## src/rtl/ee_pkg.sv

```systemverilog
package ee_pkg;
  localparam int WORD_W = 16;

  localparam logic [1:0] OPC_READ  = 2'b10;
  localparam logic [1:0] OPC_WRITE = 2'b01;
  localparam logic [1:0] OPC_CTRL  = 2'b00;
  localparam logic [1:0] CTRL_EN   = 2'b11;
  localparam logic [1:0] CTRL_DIS  = 2'b00;

  typedef enum logic [2:0] {
    ST_IDLE, ST_FRAME, ST_RDIN, ST_WGET, ST_GAP, ST_POLL, ST_DONE
  } ee_state_e;

  typedef enum logic [2:0] {
    NX_WGET, NX_POLL, NX_READ, NX_EWDS, NX_DONE
  } ee_next_e;
endpackage

```

## src/rtl/ee_bit_engine.sv

```systemverilog
module ee_bit_engine #(
  parameter int LOW_CYC  = 2,
  parameter int HIGH_CYC = 3
) (
  input  logic clk_i,
  input  logic rst_ni,
  input  logic req_i,
  input  logic di_i,
  output logic idle_o,
  output logic sclk_o,
  output logic done_o,
  output logic bit_o
);
  localparam int PH_MAX = (LOW_CYC > HIGH_CYC) ? LOW_CYC : HIGH_CYC;
  localparam int PH_W   = $clog2(PH_MAX + 1);

  logic            active_q, hi_q, done_q, bit_q;
  logic [PH_W-1:0] cnt_q;

  assign idle_o = !active_q && !done_q;
  assign sclk_o = hi_q;
  assign done_o = done_q;
  assign bit_o  = bit_q;

  always_ff @(posedge clk_i or negedge rst_ni) begin
    if (!rst_ni) begin
      active_q <= 1'b0;
      hi_q     <= 1'b0;
      done_q   <= 1'b0;
      bit_q    <= 1'b0;
      cnt_q    <= '0;
    end else begin
      done_q <= 1'b0;
      if (!active_q) begin
        if (req_i && idle_o) begin
          active_q <= 1'b1;
          cnt_q    <= PH_W'(LOW_CYC - 1);
        end
      end else if (cnt_q != '0) begin
        cnt_q <= cnt_q - PH_W'(1);
      end else if (!hi_q) begin
        hi_q  <= 1'b1;
        cnt_q <= PH_W'(HIGH_CYC - 1);
      end else begin
        // sample at the end of the high phase, then fall
        active_q <= 1'b0;
        hi_q     <= 1'b0;
        done_q   <= 1'b1;
        bit_q    <= di_i;
      end
    end
  end


  fall_done_chk: assert property (@(posedge clk_i) disable iff (!rst_ni)
    $fell(sclk_o) |-> done_o);
endmodule

```

## src/rtl/ee_frame_shift.sv

```systemverilog
module ee_frame_shift #(
  parameter int W = 25
) (
  input  logic         clk_i,
  input  logic         rst_ni,
  input  logic         load_i,
  input  logic [W-1:0] load_val_i,
  input  logic         shift_i,
  output logic         msb_o
);
  logic [W-1:0] sh_q;

  assign msb_o = sh_q[W-1];

  always_ff @(posedge clk_i or negedge rst_ni) begin
    if (!rst_ni)      sh_q <= '0;
    else if (load_i)  sh_q <= load_val_i;
    else if (shift_i) sh_q <= {sh_q[W-2:0], 1'b0};
  end


  load_shift_excl_chk: assert property (@(posedge clk_i) disable iff (!rst_ni)
    !(load_i && shift_i));
endmodule

```

## src/rtl/eeprom_serial_master.sv

```systemverilog
module eeprom_serial_master
  import ee_pkg::*;
#(
  parameter int ADDR_W     = 6,
  parameter int LOW_CYC    = 2,
  parameter int HIGH_CYC   = 3,
  parameter int CS_GAP_CYC = 4,
  parameter int POLL_MAX   = 64
) (
  input  logic              clk_i,
  input  logic              rst_ni,
  input  logic              start_i,
  input  logic              op_write_i,
  input  logic [ADDR_W-1:0] addr_i,
  input  logic [ADDR_W:0]   count_i,
  input  logic [15:0]       wdata_i,
  input  logic              wvalid_i,
  output logic              wready_o,
  output logic [15:0]       rdata_o,
  output logic              rvalid_o,
  output logic              busy_o,
  output logic              done_o,
  output logic              err_o,
  output logic              cs_o,
  output logic              sclk_o,
  output logic              do_o,
  input  logic              di_i
);
  localparam int CNT_W   = ADDR_W + 1;
  localparam int CMD_W   = 3 + ADDR_W;
  localparam int FRAME_W = CMD_W + WORD_W;
  localparam int BIT_W   = $clog2(FRAME_W + 1);
  localparam int GAP_W   = $clog2(CS_GAP_CYC + 1);
  localparam int POLL_W  = $clog2(POLL_MAX + 1);
  localparam logic [ADDR_W-1:0] A_EN  = {CTRL_EN,  {(ADDR_W-2){1'b0}}};
  localparam logic [ADDR_W-1:0] A_DIS = {CTRL_DIS, {(ADDR_W-2){1'b0}}};

  ee_state_e           state_q;
  ee_next_e            nxt_q;
  logic                rd_frame_q, op_wr_q, rvalid_q, done_q, err_q;
  logic [ADDR_W-1:0]   addr_q;
  logic [CNT_W-1:0]    left_q;
  logic [BIT_W-1:0]    bits_q;
  logic [GAP_W-1:0]    gap_q;
  logic [POLL_W-1:0]   poll_q;
  logic [WORD_W-1:0]   cap_q, rdata_q;

  logic                eng_req, eng_idle, eng_done, eng_bit;
  logic                ld_en, sh_en;
  logic [FRAME_W-1:0]  ld_val;

  function automatic logic [FRAME_W-1:0] mk_frame(logic [1:0] opc, logic [ADDR_W-1:0] a,
                                                  logic [WORD_W-1:0] d);
    return {1'b1, opc, a, d};
  endfunction

  assign cs_o     = (state_q == ST_FRAME) || (state_q == ST_RDIN) || (state_q == ST_POLL);
  assign busy_o   = (state_q != ST_IDLE);
  assign wready_o = (state_q == ST_WGET);
  assign rvalid_o = rvalid_q;
  assign rdata_o  = rdata_q;
  assign done_o   = done_q;
  assign err_o    = err_q;
  assign eng_req  = cs_o && eng_idle;
  assign sh_en    = (state_q == ST_FRAME) && eng_done;

  always_comb begin
    ld_en  = 1'b0;
    ld_val = '0;
    unique case (state_q)
      ST_IDLE: if (start_i && count_i != '0) begin
        ld_en  = 1'b1;
        ld_val = op_write_i ? mk_frame(OPC_CTRL, A_EN, '0) : mk_frame(OPC_READ, addr_i, '0);
      end
      ST_GAP: if (gap_q == '0) begin
        if (nxt_q == NX_READ) begin
          ld_en  = 1'b1;
          ld_val = mk_frame(OPC_READ, addr_q, '0);
        end else if (nxt_q == NX_EWDS) begin
          ld_en  = 1'b1;
          ld_val = mk_frame(OPC_CTRL, A_DIS, '0);
        end
      end
      ST_WGET: if (wvalid_i) begin
        ld_en  = 1'b1;
        ld_val = mk_frame(OPC_WRITE, addr_q, wdata_i);
      end
      default: ;
    endcase
  end

  always_ff @(posedge clk_i or negedge rst_ni) begin
    if (!rst_ni) begin
      state_q    <= ST_IDLE;
      nxt_q      <= NX_DONE;
      rd_frame_q <= 1'b0;
      op_wr_q    <= 1'b0;
      rvalid_q   <= 1'b0;
      done_q     <= 1'b0;
      err_q      <= 1'b0;
      addr_q     <= '0;
      left_q     <= '0;
      bits_q     <= '0;
      gap_q      <= '0;
      poll_q     <= '0;
      cap_q      <= '0;
      rdata_q    <= '0;
    end else begin
      rvalid_q <= 1'b0;
      done_q   <= 1'b0;
      unique case (state_q)
        ST_IDLE: if (start_i) begin
          op_wr_q <= op_write_i;
          addr_q  <= addr_i;
          left_q  <= count_i;
          err_q   <= 1'b0;
          if (count_i == '0) begin
            state_q <= ST_DONE;
          end else begin
            state_q    <= ST_FRAME;
            bits_q     <= BIT_W'(CMD_W);
            rd_frame_q <= !op_write_i;
            nxt_q      <= NX_WGET;
          end
        end
        ST_FRAME: if (eng_done) begin
          bits_q <= bits_q - BIT_W'(1);
          if (bits_q == BIT_W'(1)) begin
            if (rd_frame_q) begin
              state_q <= ST_RDIN;
              bits_q  <= BIT_W'(WORD_W + 1);   // dummy zero plus word
            end else begin
              state_q <= ST_GAP;
              gap_q   <= GAP_W'(CS_GAP_CYC - 1);
            end
          end
        end
        ST_RDIN: if (eng_done) begin
          cap_q  <= {cap_q[WORD_W-2:0], eng_bit};
          bits_q <= bits_q - BIT_W'(1);
          if (bits_q == BIT_W'(1)) begin
            rdata_q  <= {cap_q[WORD_W-2:0], eng_bit};
            rvalid_q <= 1'b1;
            addr_q   <= addr_q + ADDR_W'(1);
            left_q   <= left_q - CNT_W'(1);
            state_q  <= ST_GAP;
            gap_q    <= GAP_W'(CS_GAP_CYC - 1);
            nxt_q    <= (left_q == CNT_W'(1)) ? NX_DONE : NX_READ;
          end
        end
        ST_GAP: begin
          if (gap_q != '0) begin
            gap_q <= gap_q - GAP_W'(1);
          end else begin
            unique case (nxt_q)
              NX_WGET: state_q <= ST_WGET;
              NX_POLL: begin
                state_q <= ST_POLL;
                poll_q  <= '0;
              end
              NX_READ: begin
                state_q    <= ST_FRAME;
                bits_q     <= BIT_W'(CMD_W);
                rd_frame_q <= 1'b1;
              end
              NX_EWDS: begin
                state_q    <= ST_FRAME;
                bits_q     <= BIT_W'(CMD_W);
                rd_frame_q <= 1'b0;
                nxt_q      <= NX_DONE;
              end
              default: state_q <= ST_DONE;
            endcase
          end
        end
        ST_WGET: if (wvalid_i) begin
          state_q    <= ST_FRAME;
          bits_q     <= BIT_W'(FRAME_W);
          rd_frame_q <= 1'b0;
          nxt_q      <= NX_POLL;
        end
        ST_POLL: if (eng_done) begin
          if (eng_bit) begin
            addr_q  <= addr_q + ADDR_W'(1);
            left_q  <= left_q - CNT_W'(1);
            state_q <= ST_GAP;
            gap_q   <= GAP_W'(CS_GAP_CYC - 1);
            nxt_q   <= (left_q == CNT_W'(1)) ? NX_EWDS : NX_WGET;
          end else if (poll_q == POLL_W'(POLL_MAX - 1)) begin
            err_q   <= 1'b1;
            state_q <= ST_GAP;
            gap_q   <= GAP_W'(CS_GAP_CYC - 1);
            nxt_q   <= NX_EWDS;
          end else begin
            poll_q <= poll_q + POLL_W'(1);
          end
        end
        default: begin
          done_q  <= 1'b1;
          state_q <= ST_IDLE;
        end
      endcase
    end
  end

  ee_bit_engine #(
    .LOW_CYC (LOW_CYC),
    .HIGH_CYC(HIGH_CYC)
  ) u_bit (
    .clk_i (clk_i),
    .rst_ni(rst_ni),
    .req_i (eng_req),
    .di_i  (di_i),
    .idle_o(eng_idle),
    .sclk_o(sclk_o),
    .done_o(eng_done),
    .bit_o (eng_bit)
  );

  ee_frame_shift #(.W(FRAME_W)) u_shift (
    .clk_i     (clk_i),
    .rst_ni    (rst_ni),
    .load_i    (ld_en),
    .load_val_i(ld_val),
    .shift_i   (sh_en),
    .msb_o     (do_o)
  );


  sclk_in_cs_chk: assert property (@(posedge clk_i) disable iff (!rst_ni)
    sclk_o |-> cs_o);

  do_stable_hi_chk: assert property (@(posedge clk_i) disable iff (!rst_ni)
    (sclk_o && $past(sclk_o)) |-> $stable(do_o));

  rvalid_rd_only_chk: assert property (@(posedge clk_i) disable iff (!rst_ni)
    rvalid_o |-> !op_wr_q);

  err_wr_only_chk: assert property (@(posedge clk_i) disable iff (!rst_ni)
    $rose(err_o) |-> op_wr_q);

  wready_cs_low_chk: assert property (@(posedge clk_i) disable iff (!rst_ni)
    wready_o |-> !cs_o);

  busy_hold_chk: assert property (@(posedge clk_i) disable iff (!rst_ni)
    (busy_o && $past(busy_o)) |-> $stable(op_wr_q));
endmodule

```

## config.mk

```make
export PLATFORM = sky130hd
export DESIGN_NAME = eeprom_serial_master
export DESIGN_NICKNAME = d
export VERILOG_FILES = /design/src/rtl/ee_pkg.sv /design/src/rtl/ee_bit_engine.sv /design/src/rtl/ee_frame_shift.sv /design/src/rtl/eeprom_serial_master.sv
export SDC_FILE = /design/constraint.sdc
export NUM_CORES = 1
export LEC_CHECK = 0
export BUFFER_PORTS_ARGS = -buffer_cell sky130_fd_sc_hd__buf_2
export CAP_MARGIN = 20
export CORE_MARGIN = 2
export CORE_UTILIZATION = 52
export DETAILED_ROUTE_END_ITERATION = 7
export GPL_TIMING_DRIVEN = 1
export PLACE_DENSITY = 0.68
export SYNTH_ARGS = -nofsm -noshare
export SYNTH_HDL_FRONTEND = slang
export SYNTH_SLANG_ARGS = --single-unit
```

## constraint.sdc

```tcl
create_clock -name clk_i -period 3 [get_ports clk_i]
set_input_delay 0.6 -clock clk_i [delete_from_list [all_inputs] [get_ports clk_i]]
set_output_delay 0.6 -clock clk_i [all_outputs]
set_load 0.01 [all_outputs]
```

==> impl_metrics.csv <==
group,metric,value,unit
cells_and_area,final_nets,615,
floorplanning,rows,35,
synthesis,syn_area_per_cell,9.75,um^2
routing,first_pass_iters,4,
cells_and_area,fill_cells,846,
routing,remaining_drc_errors,0,
cts,clk_latency,380,ps
cells_and_area,drive_gt1_share,22.8,%
floorplanning,die_x,102,um
synthesis,yosys-top-cells-area,"dfrtp_1 49%, mux2_2 7.6%, o21ai_0 4.6%, nor2_1 4.3%, nand2_1 4.0%",
cts,cts_resized,0,
synthesis,ys_types,61,
routing,viasPerCell,5.68,
critical_path,critPathKind,"flop to output pin",
grt,antenna_found_initial,0,
floorplanning,initial_core_util,54.0,%
synthesis,synth_top_area_share,49.4,%
critical_path,critPathLaunchType,"flop",
cts,postCtsSetupBuffers,0,
pwr,ir_drop,0.458,mV
synthesis,yosysMostFrequentCell,"dfrtp_1",
grt,grt_max_degree,56,
timing,worst_pin_slew,750,ps
synthesis,syn-num-nets,559,
grt,grt_pass1_wl,18.2,mm
outcome,status,"finished clean",
floorplanning,io_pins,59,
pwr,total_leakage_power,0.00268,uW
synthesis,synth_flop_cell,"dfrtp_1",
cts,numCtsBuffers,9,
routing,drtIter0Drc,314,
grt,overflow,0,
placement,gp_congestion,0.853,
grt,grt_pass1_vias,3850,
critical_path,path_max_fanout,21,
timing,setup_tns,0,ps
synthesis,synth_commonest_cells,"99 x dfrtp_1, 57 x nor2_1, 53 x nand2_1",
synthesis,ys_warn_count,0,
cts,clkSinkCount,100,
synthesis,synth-edff-count,0,
timing,slew_violations,0,
critical_path,worst_ep_arrival_time,1970,ps
timing,clock.fmax,389,MHz
synthesis,netlist_area,5010,um^2
critical_path,crit_chain,"or3b_1 > nand2_1 > buf_2",
synthesis,synth-seq-area-share,49.9,%
min_path,hp-class,"input pin to async pin",
timing,min_period,2570,ps
cts,cts.path.max_buffers,2,
run,drv_cap,0,
routing,wirelength,10.8,mm
timing,rsz0062_at_grt,"no",
grt,grt_usage,21.9,%
cts,cts-hold-fix-buffers,0,
floorplanning,fp.dieArea,10400,um^2
cells_and_area,area_growth,13.2,%
synthesis,async_reset_ff_share,100,%
cts,cts_root_buffer,"clkbuf_8",
routing,num_vias,4002,
timing,skew,14.2,ps
cells_and_area,insertedDiodeCount,0,
routing,wire_per_inst,15.4,um
timing,final.period_utilization,85.6,%
routing,ant_nets,0,
synthesis,ys_seq_elements,100,
timing,finalSetupViolCount,0,
synthesis,syn-instance-count,514,
timing,slew_headroom,50.0,%
critical_path,cp.required,2400,ps
critical_path,crit_path_max_incr_delay,740,ps
cts,htree_levels,3,
placement,hpwl,7.59,mm
critical_path,cpMaxStageDelayCell,"dfrtp_1",
pwr,p_per_area,912,nW/um^2
timing,final_hold_viol_count,0,
cts,path_clk_slew,100,ps
synthesis,synth_area_leader_cell,"dfrtp_1",
critical_path,end_kind,"output pin",
floorplanning,die_h,102,um
timing,hold_slack,260,ps
floorplanning,coreArea,9280,um^2
cts,tritoncts,"yes",
placement,port_buffers,58,
sequential cells by signal, summed over array words and instances, names as in the netlist, 2 cells and up:
register,cells
u_shift.sh_q,25
cap_q,15
nxt_q,3
addr_q,6
bits_q,5
poll_q,7
u_bit.cnt_q,2
gap_q,3
left_q,7
rdata_o,16
state_q,3
cell families (layout without fill, tap and decap cells):
group,after synthesis,after routing,synth area share [%]
xor gates and xnor gates,1,1,0.175
adders and majority gates,10,10,2.50
DFF,100,100,49.9
and+or+nand+nor,175,175,16.9
muxes,42,42,9.28
AOI/OAI and AO/OA,146,146,17.9
buffers and inverters,40,101,3.29
routing by layer:
| metal | GRT usage (%) | vias to the layer above | share of wire [%] |
|---|---|---|---|
| li1 | - | 1940 | - |
| met1 | 29.7 | 1966 | 46 |
| met2 | 35.9 | 79 | 48 |
| met3 | 4.79 | 17 | 4.8 |
| met4 | 5.85 | 0 | 1.4 |
| met5 | 0 | - | 0 |
layout make-up:
cell class / count / area, um^2 / share of cell area [%]
clock inverter: 7 / 92.6 / 1.63
tap: 129 / 161 / 2.84
clock buffer: 9 / 124 / 2.18
multi-input combinational: 374 / 2340 / 41.3
inverter: 16 / 60.1 / 1.06
timing repair buffer: 69 / 388 / 6.84
sequential: 100 / 2500 / 44.1
cells in the final DEF (no fill, tap or decap), drive strengths merged, types with 10 or more instances in the layout:
master	netlist	routed
a21oi	38	38
a31oi	12	12
buf	14	69
dfrtp	99	99
ha	10	10
inv	16	20
mux2	36	36
nand2	54	54
nand3	11	11
nor2	57	57
nor3	10	10
o21ai	51	51
stage by stage:
stage	area, um^2	utilization (%)	power, uW	setup WS [ps]	std cells
finish	5670	61.1	5180	431	704
global route	5670	61.1	5590	248	704
CTS	5670	61.1	5190	451	704
detailed placement	5460	58.8	4260	242	688
global placement	5460	58.8	4160	343	688
floorplan	5010	-	3670	841	514
where the power goes:
group          total [uW]  switching [uW]  internal (uW)
logic                2070            1190            881
clock network         921             513            409
registers            2180             412           1770
total                5180            2120           3060
worst paths after layout:
path / start / cells past startpoint / slack [ps] / endpoint
setup / recovery: state_q[1]$_DFFE_PN0P_ / 3 / 430 / cs_o
hold / removal: rst_ni / 1 / 260 / u_shift.sh_q[10]$_DFFE_PN0P_
setup reg to reg: state_q[1]$_DFFE_PN0P_ / 6 / 440 / left_q[3]$_DFFE_PN0P_
hold reg to reg: poll_q[5]$_DFFE_PN0P_ / 1 / 490 / poll_q[5]$_DFFE_PN0P_
max in group asynchronous: rst_ni / 2 / 1980 / nxt_q[2]$_DFFE_PN1P_
min in group clk_i: wdata_i[14] / 3 / 450 / u_shift.sh_q[14]$_DFFE_PN0P_
critical path: cells and delay by family, from the launching register on:
kind          cells  cell delay (ps)
flops             1              740
buf+inv           1              160
simple gates      2              690
Power figures use the tool's default switching activity.
